--- src/rtl/cir_pkg.sv ---
package cir_pkg;
  localparam int DEF_N_CPU  = 4;
  localparam int DEF_DATA_W = 64;
  localparam int DEF_ADDR_W = 5;

  // register word offsets
  localparam int OFF_STAT   = 0;
  localparam int OFF_CTRL   = 1;
  localparam int OFF_AAR    = 2;
  localparam int N_AAR      = 4;
  localparam int OFF_MASK   = 8;
  localparam int OFF_MASKED = 12;
  localparam int OFF_RAW    = 16;
  localparam int OFF_IPI    = 17;
  localparam int OFF_TMR    = 18;
  localparam int OFF_IPIQ   = 19;

  // control-register lane positions
  localparam int LANE_TCLR  = 4;
  localparam int LANE_ICLR  = 8;
  localparam int LANE_POST  = 12;
  localparam int BIT_NXM    = 28;

  typedef enum logic [3:0] {
    K_ZERO, K_CTRL, K_MASK, K_MASKED, K_RAW, K_IPI, K_TMR, K_IPIQ, K_BAD
  } kind_e;
endpackage

--- src/rtl/cir_decode.sv ---
module cir_decode
  import cir_pkg::*;
#(
  parameter int ADDR_W = DEF_ADDR_W,
  parameter int N_CPU  = DEF_N_CPU,
  parameter int CPU_W  = 2
) (
  input  logic [ADDR_W-1:0] addr_i,
  output kind_e             kind_o,
  output logic [CPU_W-1:0]  idx_o
);
  int a;

  always_comb begin
    a      = int'(addr_i);
    kind_o = K_BAD;
    idx_o  = '0;
    if (a == OFF_STAT) kind_o = K_ZERO;
    else if (a == OFF_CTRL) kind_o = K_CTRL;
    else if (a >= OFF_AAR && a < OFF_AAR + N_AAR) kind_o = K_ZERO;
    else if (a >= OFF_MASK && a < OFF_MASK + N_CPU) begin
      kind_o = K_MASK;
      idx_o  = CPU_W'(a - OFF_MASK);
    end else if (a >= OFF_MASKED && a < OFF_MASKED + N_CPU) begin
      kind_o = K_MASKED;
      idx_o  = CPU_W'(a - OFF_MASKED);
    end else if (a == OFF_RAW) kind_o = K_RAW;
    else if (a == OFF_IPI) kind_o = K_IPI;
    else if (a == OFF_TMR) kind_o = K_TMR;
    else if (a == OFF_IPIQ) kind_o = K_IPIQ;
  end
endmodule

--- src/rtl/cir_mask_bank.sv ---
module cir_mask_bank #(
  parameter int N_CPU  = 4,
  parameter int DATA_W = 64,
  parameter int CPU_W  = 2
) (
  input  logic                          clk_i,
  input  logic                          rst_ni,
  input  logic                          we_i,
  input  logic [CPU_W-1:0]              idx_i,
  input  logic [DATA_W-1:0]             wdata_i,
  input  logic [DATA_W-1:0]             raw_i,
  output logic [DATA_W-1:0]             raw_o,
  output logic [N_CPU-1:0][DATA_W-1:0]  mask_o,
  output logic [N_CPU-1:0][DATA_W-1:0]  masked_o,
  output logic [N_CPU-1:0]              irq_o
);
  logic [DATA_W-1:0] raw_q;

  always_ff @(posedge clk_i or negedge rst_ni) begin
    if (!rst_ni) raw_q <= '0;
    else         raw_q <= raw_i;
  end
  assign raw_o = raw_q;

  for (genvar c = 0; c < N_CPU; c++) begin : g_cpu
    logic [DATA_W-1:0] mask_q;
    always_ff @(posedge clk_i or negedge rst_ni) begin
      if (!rst_ni)                            mask_q <= '0;
      else if (we_i && idx_i == CPU_W'(c))    mask_q <= wdata_i;
    end
    assign mask_o[c]   = mask_q;
    assign masked_o[c] = mask_q & raw_q;
    assign irq_o[c]    = |masked_o[c];
  end
endmodule

--- src/rtl/cir_flag_bank.sv ---
module cir_flag_bank #(
  parameter int N_CPU = 4
) (
  input  logic             clk_i,
  input  logic             rst_ni,
  input  logic [N_CPU-1:0] set_i,
  input  logic [N_CPU-1:0] clr_i,
  output logic [N_CPU-1:0] q_o
);
  for (genvar c = 0; c < N_CPU; c++) begin : g_flag
    logic q;
    // clear wins over set
    always_ff @(posedge clk_i or negedge rst_ni) begin
      if (!rst_ni)       q <= 1'b0;
      else if (clr_i[c]) q <= 1'b0;
      else if (set_i[c]) q <= 1'b1;
    end
    assign q_o[c] = q;
  end
endmodule

--- src/rtl/cpu_intr_regs.sv ---
module cpu_intr_regs
  import cir_pkg::*;
#(
  parameter int N_CPU  = DEF_N_CPU,
  parameter int DATA_W = DEF_DATA_W,
  parameter int ADDR_W = DEF_ADDR_W,
  localparam int CPU_W = (N_CPU > 1) ? $clog2(N_CPU) : 1
) (
  input  logic              clk_i,
  input  logic              rst_ni,
  input  logic              req_valid_i,
  output logic              req_ready_o,
  input  logic              req_write_i,
  input  logic              req_full_i,
  input  logic [ADDR_W-1:0] req_addr_i,
  input  logic [DATA_W-1:0] req_wdata_i,
  input  logic [CPU_W-1:0]  req_cpu_i,
  output logic              rsp_valid_o,
  output logic [DATA_W-1:0] rsp_rdata_o,
  output logic              rsp_err_o,
  input  logic [DATA_W-1:0] dev_req_i,
  input  logic [N_CPU-1:0]  tmr_tick_i,
  output logic [N_CPU-1:0]  dev_irq_o,
  output logic [N_CPU-1:0]  ipi_o,
  output logic [N_CPU-1:0]  tmr_o
);
  kind_e                         kind;
  logic [CPU_W-1:0]              idx;
  logic                          wr, rd, err, wr_ok, ctrl_any;
  logic [N_CPU-1:0]              post, iclr, tclr, low;
  logic                          nxm;
  logic [N_CPU-1:0]              ipi_set, ipi_clr, tmr_clr;
  logic [DATA_W-1:0]             raw_w, rdata_d;
  logic [N_CPU-1:0][DATA_W-1:0]  mask_w, masked_w;
  logic                          rsp_valid_q, rsp_err_q;
  logic [DATA_W-1:0]             rsp_rdata_q;

  assign req_ready_o = 1'b1;

  cir_decode #(.ADDR_W(ADDR_W), .N_CPU(N_CPU), .CPU_W(CPU_W)) u_dec (
    .addr_i (req_addr_i),
    .kind_o (kind),
    .idx_o  (idx)
  );

  assign wr   = req_valid_i & req_write_i;
  assign rd   = req_valid_i & ~req_write_i;
  assign post = req_wdata_i[LANE_POST +: N_CPU];
  assign iclr = req_wdata_i[LANE_ICLR +: N_CPU];
  assign tclr = req_wdata_i[LANE_TCLR +: N_CPU];
  assign low  = req_wdata_i[N_CPU-1:0];
  assign nxm  = req_wdata_i[BIT_NXM];
  assign ctrl_any = (|post) | (|iclr) | (|tclr) | nxm;

  always_comb begin
    unique case (kind)
      K_BAD:                 err = 1'b1;
      K_ZERO, K_MASKED, K_RAW: err = req_write_i;
      K_IPIQ:                err = ~req_write_i;
      K_CTRL:                err = req_write_i & ~ctrl_any;
      default:               err = 1'b0;
    endcase
    if (req_write_i && !req_full_i) err = 1'b1;
  end

  assign wr_ok = wr & ~err;

  always_comb begin
    ipi_set = '0;
    ipi_clr = '0;
    tmr_clr = '0;
    if (wr_ok) begin
      case (kind)
        K_CTRL: begin
          ipi_set = post;
          ipi_clr = iclr;
          tmr_clr = tclr;
        end
        K_IPIQ:  ipi_set = low;
        K_IPI:   ipi_clr = low;
        K_TMR:   tmr_clr = low;
        default: ;
      endcase
    end
  end

  cir_mask_bank #(.N_CPU(N_CPU), .DATA_W(DATA_W), .CPU_W(CPU_W)) u_mask (
    .clk_i    (clk_i),
    .rst_ni   (rst_ni),
    .we_i     (wr_ok && kind == K_MASK),
    .idx_i    (idx),
    .wdata_i  (req_wdata_i),
    .raw_i    (dev_req_i),
    .raw_o    (raw_w),
    .mask_o   (mask_w),
    .masked_o (masked_w),
    .irq_o    (dev_irq_o)
  );

  cir_flag_bank #(.N_CPU(N_CPU)) u_ipi (
    .clk_i  (clk_i),
    .rst_ni (rst_ni),
    .set_i  (ipi_set),
    .clr_i  (ipi_clr),
    .q_o    (ipi_o)
  );

  cir_flag_bank #(.N_CPU(N_CPU)) u_tmr (
    .clk_i  (clk_i),
    .rst_ni (rst_ni),
    .set_i  (tmr_tick_i),
    .clr_i  (tmr_clr),
    .q_o    (tmr_o)
  );

  always_comb begin
    rdata_d = '0;
    if (rd && !err) begin
      case (kind)
        K_CTRL:   rdata_d = DATA_W'(req_cpu_i);
        K_MASK:   rdata_d = mask_w[idx];
        K_MASKED: rdata_d = masked_w[idx];
        K_RAW:    rdata_d = raw_w;
        K_IPI:    rdata_d = DATA_W'(ipi_o);
        K_TMR:    rdata_d = DATA_W'(tmr_o);
        default:  rdata_d = '0;
      endcase
    end
  end

  always_ff @(posedge clk_i or negedge rst_ni) begin
    if (!rst_ni) begin
      rsp_valid_q <= 1'b0;
      rsp_err_q   <= 1'b0;
      rsp_rdata_q <= '0;
    end else begin
      rsp_valid_q <= req_valid_i;
      rsp_err_q   <= req_valid_i & err;
      rsp_rdata_q <= rdata_d;
    end
  end

  assign rsp_valid_o = rsp_valid_q;
  assign rsp_err_o   = rsp_err_q;
  assign rsp_rdata_o = rsp_rdata_q;
endmodule

--- config.mk ---
export PLATFORM = sky130hd
export DESIGN_NAME = cpu_intr_regs
export DESIGN_NICKNAME = d
export VERILOG_FILES = /design/src/rtl/cir_pkg.sv /design/src/rtl/cir_decode.sv /design/src/rtl/cir_mask_bank.sv /design/src/rtl/cir_flag_bank.sv /design/src/rtl/cpu_intr_regs.sv
export SDC_FILE = /design/constraint.sdc
export NUM_CORES = 1
export LEC_CHECK = 0
export BUFFER_PORTS_ARGS = -buffer_cell sky130_fd_sc_hd__buf_2
export CAP_MARGIN = 20
export CORE_ASPECT_RATIO = 0.9
export CORE_MARGIN = 8
export CORE_UTILIZATION = 53
export DETAILED_ROUTE_END_ITERATION = 10
export MAX_ROUTING_LAYER = met4
export PLACE_DENSITY_LB_ADDON = 0.2
export SYNTH_ARGS = -nofsm -noshare
export SYNTH_HDL_FRONTEND = slang
export SYNTH_SLANG_ARGS = --single-unit
export TNS_END_PERCENT = 20
--- constraint.sdc ---
create_clock -name clk_i -period 1.6 [get_ports clk_i]
set_input_delay 0.24 -clock clk_i [delete_from_list [all_inputs] [get_ports clk_i]]
set_output_delay 0.24 -clock clk_i [all_outputs]
set_load 0.02 [all_outputs]
Word-level counts from Yosys, hierarchy flattened --
Cells that the tools add are included.
Cells by class: bitwise operators 15, eq/ne operators 16, mux-type cells 44, $add $sub $neg 2, reductions and logical operators 31, order comparisons 7
Operators by type and width (number):
- one-hot mux 64 bit (6 select lines) | 1
- bitwise AND 64 bit | 4
- binary-select mux 64 bit (select 2 bit) | 2
- OR reduction 64 bit | 4
- 2-to-1 mux 64 bit | 3
- 2-to-1 mux 4 bit | 12
- one-hot mux 4 bit (2 select lines) | 3
- equality test 5 bit (second input constant) | 4
- 2-to-1 mux 1 bit | 17
- equality test 4 x 3 -> 1 bit (second input constant) | 4
- nonzero test 2 bit | 8
- OR reduction 4 bit | 3
- greater-or-equal comparator 5 x 4 -> 1 bit (second input constant) | 2
- logical AND 1 bit | 10
- 2-to-1 mux 2 bit | 5
- equality test 4 x 2 -> 1 bit (second input constant) | 2
- bitwise AND 1 bit | 5
- equality test 5 x 2 -> 1 bit (second input constant) | 1
- greater-or-equal comparator 5 x 2 -> 1 bit (second input constant) | 1
- logical NOT 5 bit | 1
- less-than comparator 5 x 3 -> 1 bit (second input constant) | 1
- less-than comparator 5 x 4 -> 1 bit (second input constant) | 1
- less-than comparator 5 bit (second input constant) | 1
- equality test 2 bit (second input constant) | 2
- other kinds (12) | 18
Storage, ports and cells: logic and storage cells 131, bits of input ports 144, register bits 394, output and inout bits 79

Logic depth before layout (Yosys ltp) --
Gate-level depths: netlist of the first run.
depth after elaboration 19, depth in mapped cells 9

Modules after synthesis --
A second synthesis of the first run with hierarchy kept.
Unflattened totals: cells, all modules 1528, area total of the unflattened synthesis 20641.0 um2
By module, submodules not included:
- cir_mask_bank | area an instance 13452.9 um2, cells an instance 971, times used 1
- cpu_intr_regs | area an instance 6777.8 um2, cells an instance 522, times used 1
- cir_flag_bank | area an instance 170.2 um2, cells an instance 12, times used 2
- cir_decode | area an instance 70.1 um2, cells an instance 11, times used 1

Worst setup path before layout of the first run --
OpenSTA, ideal clock, no wires.
path type register to output, from reg u_mask.raw_q[45] (netlist: u_mask.raw_o[45]), to out dev_irq_o[2], path slack -0.188 ns, stages on the path, launching flop included 5, arrival time 1.548 ns, buffers on the path 0, data required time 1.360 ns, path through dfrtp_1 a22o_1 a221oi_1 nand4_1 or4_1
On the way: word-level cells in the longest chain between the ends 2
Ends and longest elaborated chain:
- start: declaration | line cir_mask_bank.sv:17 | logic [DATA_W-1:0] raw_q;
- start signal: assignment | line cir_mask_bank.sv:21 | else raw_q <= raw_i;
- bitwise AND 64 bit | line cir_mask_bank.sv:32 | assign masked_o[c] = mask_q & raw_q;
- OR reduction 64 bit | line cir_mask_bank.sv:33 | assign irq_o[c] = |masked_o[c];
- end: declaration | line cpu_intr_regs.sv:23 | output logic [N_CPU-1:0] dev_irq_o,
Every way passes these cells.

Worst setup path after layout of the first run --
from reg u_mask.raw_q[40] (netlist: u_mask.raw_o[40]), to out dev_irq_o[1]
Same word-level chain as after synthesis.

==> summary.txt, run 1 <==
Flow run
  • Max-Cap Viols: 0

Clocking
  • H-Tree Depth: 2
  • Clock Latency Late Sink: approximately 0.56 ns
  • CTS Sinks: a little under 400
  • Root Driver: clkbuf_16
  • CTS Buf Count: 42
  • Clock Tree Buf Depth: 3
  • Clock transition at the registers of the reported paths: 0.07 ns
  • CTS tree: yes

Status
  • Violated checks: setup timing
  • Status: finished with violations

Power and ir drop
  • Switching Fraction: 0.2656
  • Comb pwr share: 0.156
  • Reg power frac: 0.449
  • Clock Power Share: 0.395
  • Total power draw: 24.78 mW
  • Pwr/cell area: between 900 and 1000 nW/um^2
  • Int Power: 18.20 mW
  • Leak: between 10 and 15 nW
  • Switching power summed over all nets: about 6.6 mW
  • Maximum vdd drop: between 0.001 and 0.0015 V

Logic synthesis
  • Ys flop type: dfrtp_1
  • Sequential share of the synthesized area: 0.5439
  • Most common cell in the netlist: dfrtp_1
  • Async SR Flop Fraction: 1.000
  • Yosys warnings: 0
  • Commonest cells in the netlist: dfrtp_1, mux2_2, nand2_1, a22o_1, mux2_4
  • Netlist cell types: 48
  • Post-synth EDFFs: 0
  • Gate Count Post-Synth: roughly 1400
  • Synthesis-stage register bit count: 394
  • Yosys top cell area share: 0.5439
  • Area contributors post-synth: dfrtp_1, mux2_2, mux2_4
  • Synth Net Count: roughly 1500
  • Mapped cell area: about 18000 sq um
  • Area leader, netlist: dfrtp_1
  • Avg Inst Size Synth: 13.24 sq um

Timing
  • Least-Margin Pin Slew: between 0.5 and 0.6 ns
  • Count of pins over their slew limit: 0
  • Final Hold Fails: 0
  • Unrepaired setup endpoints after global routing: yes
  • Period utilization: 1.709
  • Final worst slack: -1.134 ns
  • Setup violators final: 5
  • Skew final: 0.02657 ns
  • TNS Setup: -4.653 ns
  • Crit path time final: roughly 2.7 ns
  • Rel. slew slack: 0.6039
  • Fmax: between 300 and 400 MHz

Critical path
  • CP arrival: around 2.5 ns
  • CP Launch Type: register
  • CP max FO: 6
  • WP data required: roughly 1.4 ns
  • Crit end category: primary output
  • CP Class: register to primary output

GRT
  • Remaining global-route overflow: 0
  • Vias in the first global route: 17330
  • Largest net degree at the start of global routing: 52
  • First-pass GRT wire length: ~110000 um
  • GRT Resource Usage Total: 0.3939
  • Initial antenna violation count: 3

Floorplan
  • Die ar.: between 40000 and 50000 sq um
  • Initial core utilization: 0.5352
  • Core area: between 30000 and 40000 sq um
  • Die Wd: about 210 um
  • Row Count: 64
  • I/O pin count: roughly 220
  • Die H: 191.5 um

Drt
  • M1 WL: roughly 30000 um
  • Top Layer Used: met4
  • Met2 wire length: 34420 um
  • Post-Route WL: 77910 um
  • # DRC: 0
  • Drt first pass iters: 6
  • Vias/cell: around 6.4
  • Metal3 WL: about 10000 um
  • DRT iter0 DRCs: 2560
  • Per-cell routed wire length: roughly 30 um
  • Via count: roughly 17000
  • ANT nets after route: 0

Final layout
  • Fin nets: roughly 2200
  • Area grow syn2layout: 44.75%
  • Ratio of cells with drive above 1 in the final layout: 0.5301

Place
  • DP Worst Slack: -0.7542 ns
  • Post-DP HPWL: between 50000 and 60000 um
  • I/O Buffers: ~220
  • Final Wtd Congestion: ~1.1

Worst hold path
  • Hold crit path type: input pin to register
==> what timing repair did <==
item                                   CTS  global route
setup endpoints to repair                6            17
gates resized for setup                 51            29
pin swaps                                8            11
buffers inserted                         5             0
hold buffers                           109             0
endpoints found under the hold margin  247             0
==> per-stage QoR <==
step           area, sq um  hold slack, ns  cells    util
4_1_cts              26110       0.0001885   2590  0.7709
3_3_place_gp         23420          0.2408   2406  0.6913
6_report             26240        0.004575   2592  0.7747
2_1_floorplan        18380        -0.05559   1369       -
3_5_place_dp         23420          0.2500   2406  0.6913
5_1_grt              26240        0.003639   2592  0.7747
==> layout make-up <==
| class | instances | area [sq um] |
|---|---|---|
| sequential | 394 | 9893 |
| multi-input combinational | 873 | 8125 |
| fill | 2161 | 7631 |
| timing repair buffer | 785 | 6269 |
| clock buffer | 61 | 1244 |
| tap | 462 | 578.1 |
| clock inverter | 9 | 105.1 |
| inverter | 6 | 22.52 |
| antenna | 2 | 5.005 |
==> path summary, 6_finish.rpt <==
| check | startpoint | endpoint | slack, ns | cells past startpoint |
|---|---|---|---|---|
| worst max-delay path | u_mask.raw_o[40] | dev_irq_o[1] | -1.13 | 5 |
| worst min-delay path | req_wdata_i[62] | u_mask.g_cpu[3].mask_q[62] | 0.005 | 2 |
| worst max register to register | u_mask.g_cpu[3].mask_q[17] | rsp_rdata_o[17] | -0.15 | 6 |
| worst min register to register | u_mask.g_cpu[0].mask_q[4] | u_mask.g_cpu[0].mask_q[4] | 0.56 | 1 |
| max in group asynchronous | rst_ni | u_mask.raw_o[2] | 0.64 | 3 |
| min in group asynchronous | rst_ni | u_mask.g_cpu[1].mask_q[36] | 0.26 | 2 |
==> power by group through the flow <==
stage               sequential [mW]  combinational (mW)  clock [mW]
finish                         11.1                3.87        9.78
global placement               11.2                3.36           0
detailed placement             11.2                3.42           0
CTS                            11.0                3.72        9.76
floorplan                      11.0                1.35           0
global route                   11.1                4.05        10.2
==> worst max-delay path: stages (launching register included) <==
cell and delay [ns]:
dfrtp_2 0.50, a22o_1 0.27, a221oi_1 0.31, nand4_1 0.15, or4_4 0.54, buf_6 0.16
==> cell usage in the layout (no fill, tap or decap), types with 15 or more instances in the layout <==
master         synthesis  layout
dlygate4sd3_1          0     109
a221oi_1              65      15
buf_2                 22     216
mux2_2               174     172
a22o_1               108     103
nand2_1              137     137
dfrtp_1              394     367
a21o_1                24      24
dfrtp_2                0      27
a222oi_1              38      38
nand4_1               16      16
a21oi_1               74      68
buf_4                 13     404
clkbuf_16              0      43
a22oi_1               50      50
mux2_4               106     108
buf_12                 0      49
a221oi_2               0      45
==> state kept, by name, summed over array words and instances, names as in the netlist <==
| signal | cells |
|---|---|
| rsp_err_o | 1 |
| u_tmr.g_flag.q | 4 |
| rsp_valid_o | 1 |
| rsp_rdata_o | 64 |
| u_ipi.g_flag.q | 4 |
| u_mask.g_cpu.mask_q | 256 |
| u_mask.raw_o | 64 |
==> logic make-up (layout without fill, tap and decap cells) <==
logic type      count (synthesis)  after routing  synth area share
other cells                     1              3         0.0002069
buf+inv                       102            861           0.03610
compound gates                382            382            0.1653
flops                         394            394            0.5439
mux                           287            287            0.2004
simple gates                  203            203           0.05411
==> layer usage <==
layer,up-vias,global-route usage
li1,6735,-
met1,8314,0.5066
met2,1264,0.5793
met3,281,0.1116
met4,0,0.1719
met5,-,-
No activity file was read; power rests on OpenSTA's default activity.
==> run 2, diff against run 1 <==
--- a/config.mk
+++ b/config.mk
@@ -11,7 +11,6 @@
 export CORE_MARGIN = 8
 export CORE_UTILIZATION = 53
 export DETAILED_ROUTE_END_ITERATION = 10
-export MAX_ROUTING_LAYER = met4
 export PLACE_DENSITY_LB_ADDON = 0.2
 export SYNTH_ARGS = -nofsm -noshare
 export SYNTH_HDL_FRONTEND = slang
==> constraint.sdc (replaced) <==
create_clock -name clk_i -period 1.6 [get_ports clk_i]
set_input_delay 0.24 -clock clk_i [delete_from_list [all_inputs] [get_ports clk_i]]
set_output_delay 0.24 -clock clk_i [all_outputs]
set_load 0.005 [all_outputs]
==> run 2 against run 1 <==
  * The flow still finishes with violations (setup timing)
  * Clock power grew 4%
  * Cell area shrank 0.35%
  * Final cell count shrank 0.15%
  * Highest routed layer unchanged
==> summary.txt, run 2 (synthesis results as in run 1) <==
Status
  • Status: finished with violations (unchanged)
  • Violated checks: setup timing (unchanged)

Floorplan
  • Row Count: 64 (unchanged)
  • I/O pin count: 223 (unchanged)
  • Initial core utilization: 0.5352 (unchanged)
  • Die ar.: 40390 sq um (unchanged)
  • Die Wd: 211.0 um (unchanged)
  • Core area: 33870 sq um (unchanged)
  • Die H: 191.5 um (unchanged)

Clocking
  • Clock transition at the registers of the reported paths: 0.06 ns (was 0.07 ns)
  • H-Tree Depth: 2 (unchanged)
  • Clock Tree Buf Depth: 3 (unchanged)
  • Clock Latency Late Sink: 0.56 ns (about the same)
  • CTS tree: yes (unchanged)
  • CTS Sinks: 394 (unchanged)
  • Root Driver: clkbuf_16 (unchanged)
  • CTS Buf Count: 43 (was 42)

Final layout
  • Commonest non-fill, non-tap cell in the layout: buf_4 (unchanged)
  • Ratio of cells with drive above 1 in the final layout: 0.5198 (was 0.5301)
  • Largest reg by FF count: u_mask.g_cpu.mask_q (unchanged)
  • Number of flip-flops under the largest register name: 256 (unchanged)
  • Final core utilization: 0.7720 (was 0.7747)
  • Multi-input gate area: 7988 sq um (was 8125 sq um)
  • Antenna Cells: 0 (was 2)
  • Filler instances: 2158 (was 2161)
  • Register area: 9892 sq um (was 9893 sq um)
  • Fin nets: 2236 (was 2246)
  • Area grow syn2layout: 44.25% (was 44.75%)
  • Most frequent cells in the layout: buf_4, dfrtp_1, buf_2 (unchanged)

Place
  • Post-DP HPWL: 55350 um (was 56040 um)
  • Final Wtd Congestion: 1.022 (was 1.079)
  • I/O Buffers: 221 (unchanged)
  • DP Worst Slack: -0.7616 ns (was -0.7542 ns)

Power and ir drop
  • Clock Power Share: 0.408 (was 0.395)
  • Reg power frac: 0.443 (was 0.449)
  • Switching Fraction: 0.2611 (was 0.2656)
  • Comb pwr share: 0.149 (was 0.156)
  • Int Power: 18.49 mW (was 18.20 mW)
  • Leak: 13.04 nW (was 13.09 nW)
  • Maximum vdd drop: 0.001229 V (was 0.001047 V)
  • Pwr/cell area: 956.9 nW/um^2 (was 944.1 nW/um^2)
  • Switching power summed over all nets: 6.534 mW (was 6.580 mW)

Timing
  • Count of pins over their slew limit: 0 (unchanged)
  • Unrepaired setup endpoints after global routing: yes (unchanged)
  • Crit path time final: 2.749 ns (was 2.734 ns)
  • Period utilization: 1.718 (was 1.709)
  • Final Hold Fails: 0 (unchanged)
  • Worst hold slack: 0.01452 ns (was 0.004575 ns)
  • Final worst slack: -1.149 ns (was -1.134 ns)
  • Fmax: 363.8 MHz (was 365.7 MHz)
  • Skew final: 0.009044 ns (was 0.02657 ns)
  • Setup violators final: 5 (unchanged)

Drt
  • Met2 wire length: 33940 um (was 34420 um)
  • Via count: 16420 (was 16590)
  • Per-cell routed wire length: 29.63 um (was 30.06 um)
  • ANT nets after route: 0 (unchanged)
  • DRT iter0 DRCs: 2252 (was 2560)
  • Top Layer Used: met4 (unchanged)
  • M1 WL: 29470 um (was 29770 um)
  • Vias/cell: 6.344 (was 6.402)
  • Post-Route WL: 76670 um (was 77910 um)
  • Drt first pass iters: 9 (was 6)
  • # DRC: 0 (unchanged)
  • Metal3 WL: 9438 um (was 9799 um)

Critical path
  • WP data required: 1.36 ns (about the same)
  • CP max FO: 5 (was 6)
  • CP Launch Type: register (unchanged)
  • CP arrival: 2.51 ns (was 2.49 ns)
  • CP Class: register to primary output (unchanged)
  • Crit end category: primary output (unchanged)

GRT
  • First-pass GRT wire length: 113400 um (was 114300 um)
  • Vias in the first global route: 17290 (was 17330)
  • Remaining global-route overflow: 0 (unchanged)
  • Initial antenna violation count: 0 (was 3)
  • GRT Resource Usage Total: 0.3779 (was 0.3939)
  • Largest net degree at the start of global routing: 76 (was 52)

Worst hold path
  • Hold crit path type: input pin to register (unchanged)

Flow run
  • Max-Cap Viols: 0 (unchanged)
## run 2: changes by cell type in the layout (fill, tap and decap cells not counted), moves of 3 or more
cell / delta
dlygate4sd3_1: +4
buf_4: -19
clkbuf_8: -4
a221oi_4: -4
clkbuf_1: +4
a221oi_2: -11
clkinv_2: +3
a221oi_1: +15
## run 2: critical path: stages, from the launching register on
cell and delay (ns):
dfrtp_1 0.42, buf_12 0.15, a22o_1 0.18, a221oi_1 0.34, nand4_1 0.21, or4_4 0.50, buf_6 0.14
## run 2: layout make-up
cell class                 instances  share of cell area
sequential                       394              0.3783
multi-input combinational        873              0.3055
timing repair buffer             774              0.2382
clock buffer                      62             0.04699
tap                              462             0.02211
clock inverter                    17            0.008134
inverter                           6           0.0008612
## run 2: path summary, 6_finish.rpt
check | end | cells after the start | start | slack [ns]
hold reg to reg | u_mask.g_cpu[1].mask_q[35] | 1 | u_mask.g_cpu[1].mask_q[35] | 0.54
setup reg to reg | rsp_rdata_o[62] | 5 | u_mask.g_cpu[3].mask_q[62] | -0.01
max in group asynchronous | u_mask.raw_o[32] | 3 | rst_ni | 0.63
setup / recovery | dev_irq_o[3] | 6 | u_mask.raw_o[63] | -1.15
min in group asynchronous | rsp_rdata_o[46] | 2 | rst_ni | 0.17
hold / removal | rsp_rdata_o[1] | 3 | req_cpu_i[1] | 0.01
## run 2: timing repair
action,4_1_cts,5_1_grt
gates cloned,0,0
hold buffers,113,0
setup buffers,4,1
endpoints found under the hold margin,466,0
pin swaps,11,13
setup endpoints to repair,8,10
resized for setup,47,43
## run 2: per-layer routing
metal	global-route usage	vias to the layer above
li1	-	6738
met1	0.4916	8191
met2	0.5737	1223
met3	0.1200	265
met4	0.1732	0
met5	0	-
## run 2: stage by stage
step / std cells / total power, mW / setup TNS [ns] / instance area [sq um]
finish: 2588 / 25.02 / -4.523 / 26150
global route: 2588 / 25.65 / -4.664 / 26150
CTS: 2588 / 24.85 / -4.483 / 25950
detailed placement: 2392 / 14.42 / -99.95 / 23150
global placement: 2392 / 14.36 / -92.10 / 23150
floorplan: 1369 / 12.15 / -19.49 / 18200
## run 2: power groups by stage
| stage | clock (mW) | combinational, mW | sequential [mW] |
|---|---|---|---|
| 6_report | 10.2 | 3.73 | 11.1 |
| 5_1_grt | 10.6 | 3.93 | 11.1 |
| 4_1_cts | 10.2 | 3.58 | 11.0 |
| 3_5_place_dp | 0 | 3.25 | 11.2 |
| 3_3_place_gp | 0 | 3.19 | 11.2 |
| 2_1_floorplan | 0 | 1.23 | 10.9 |
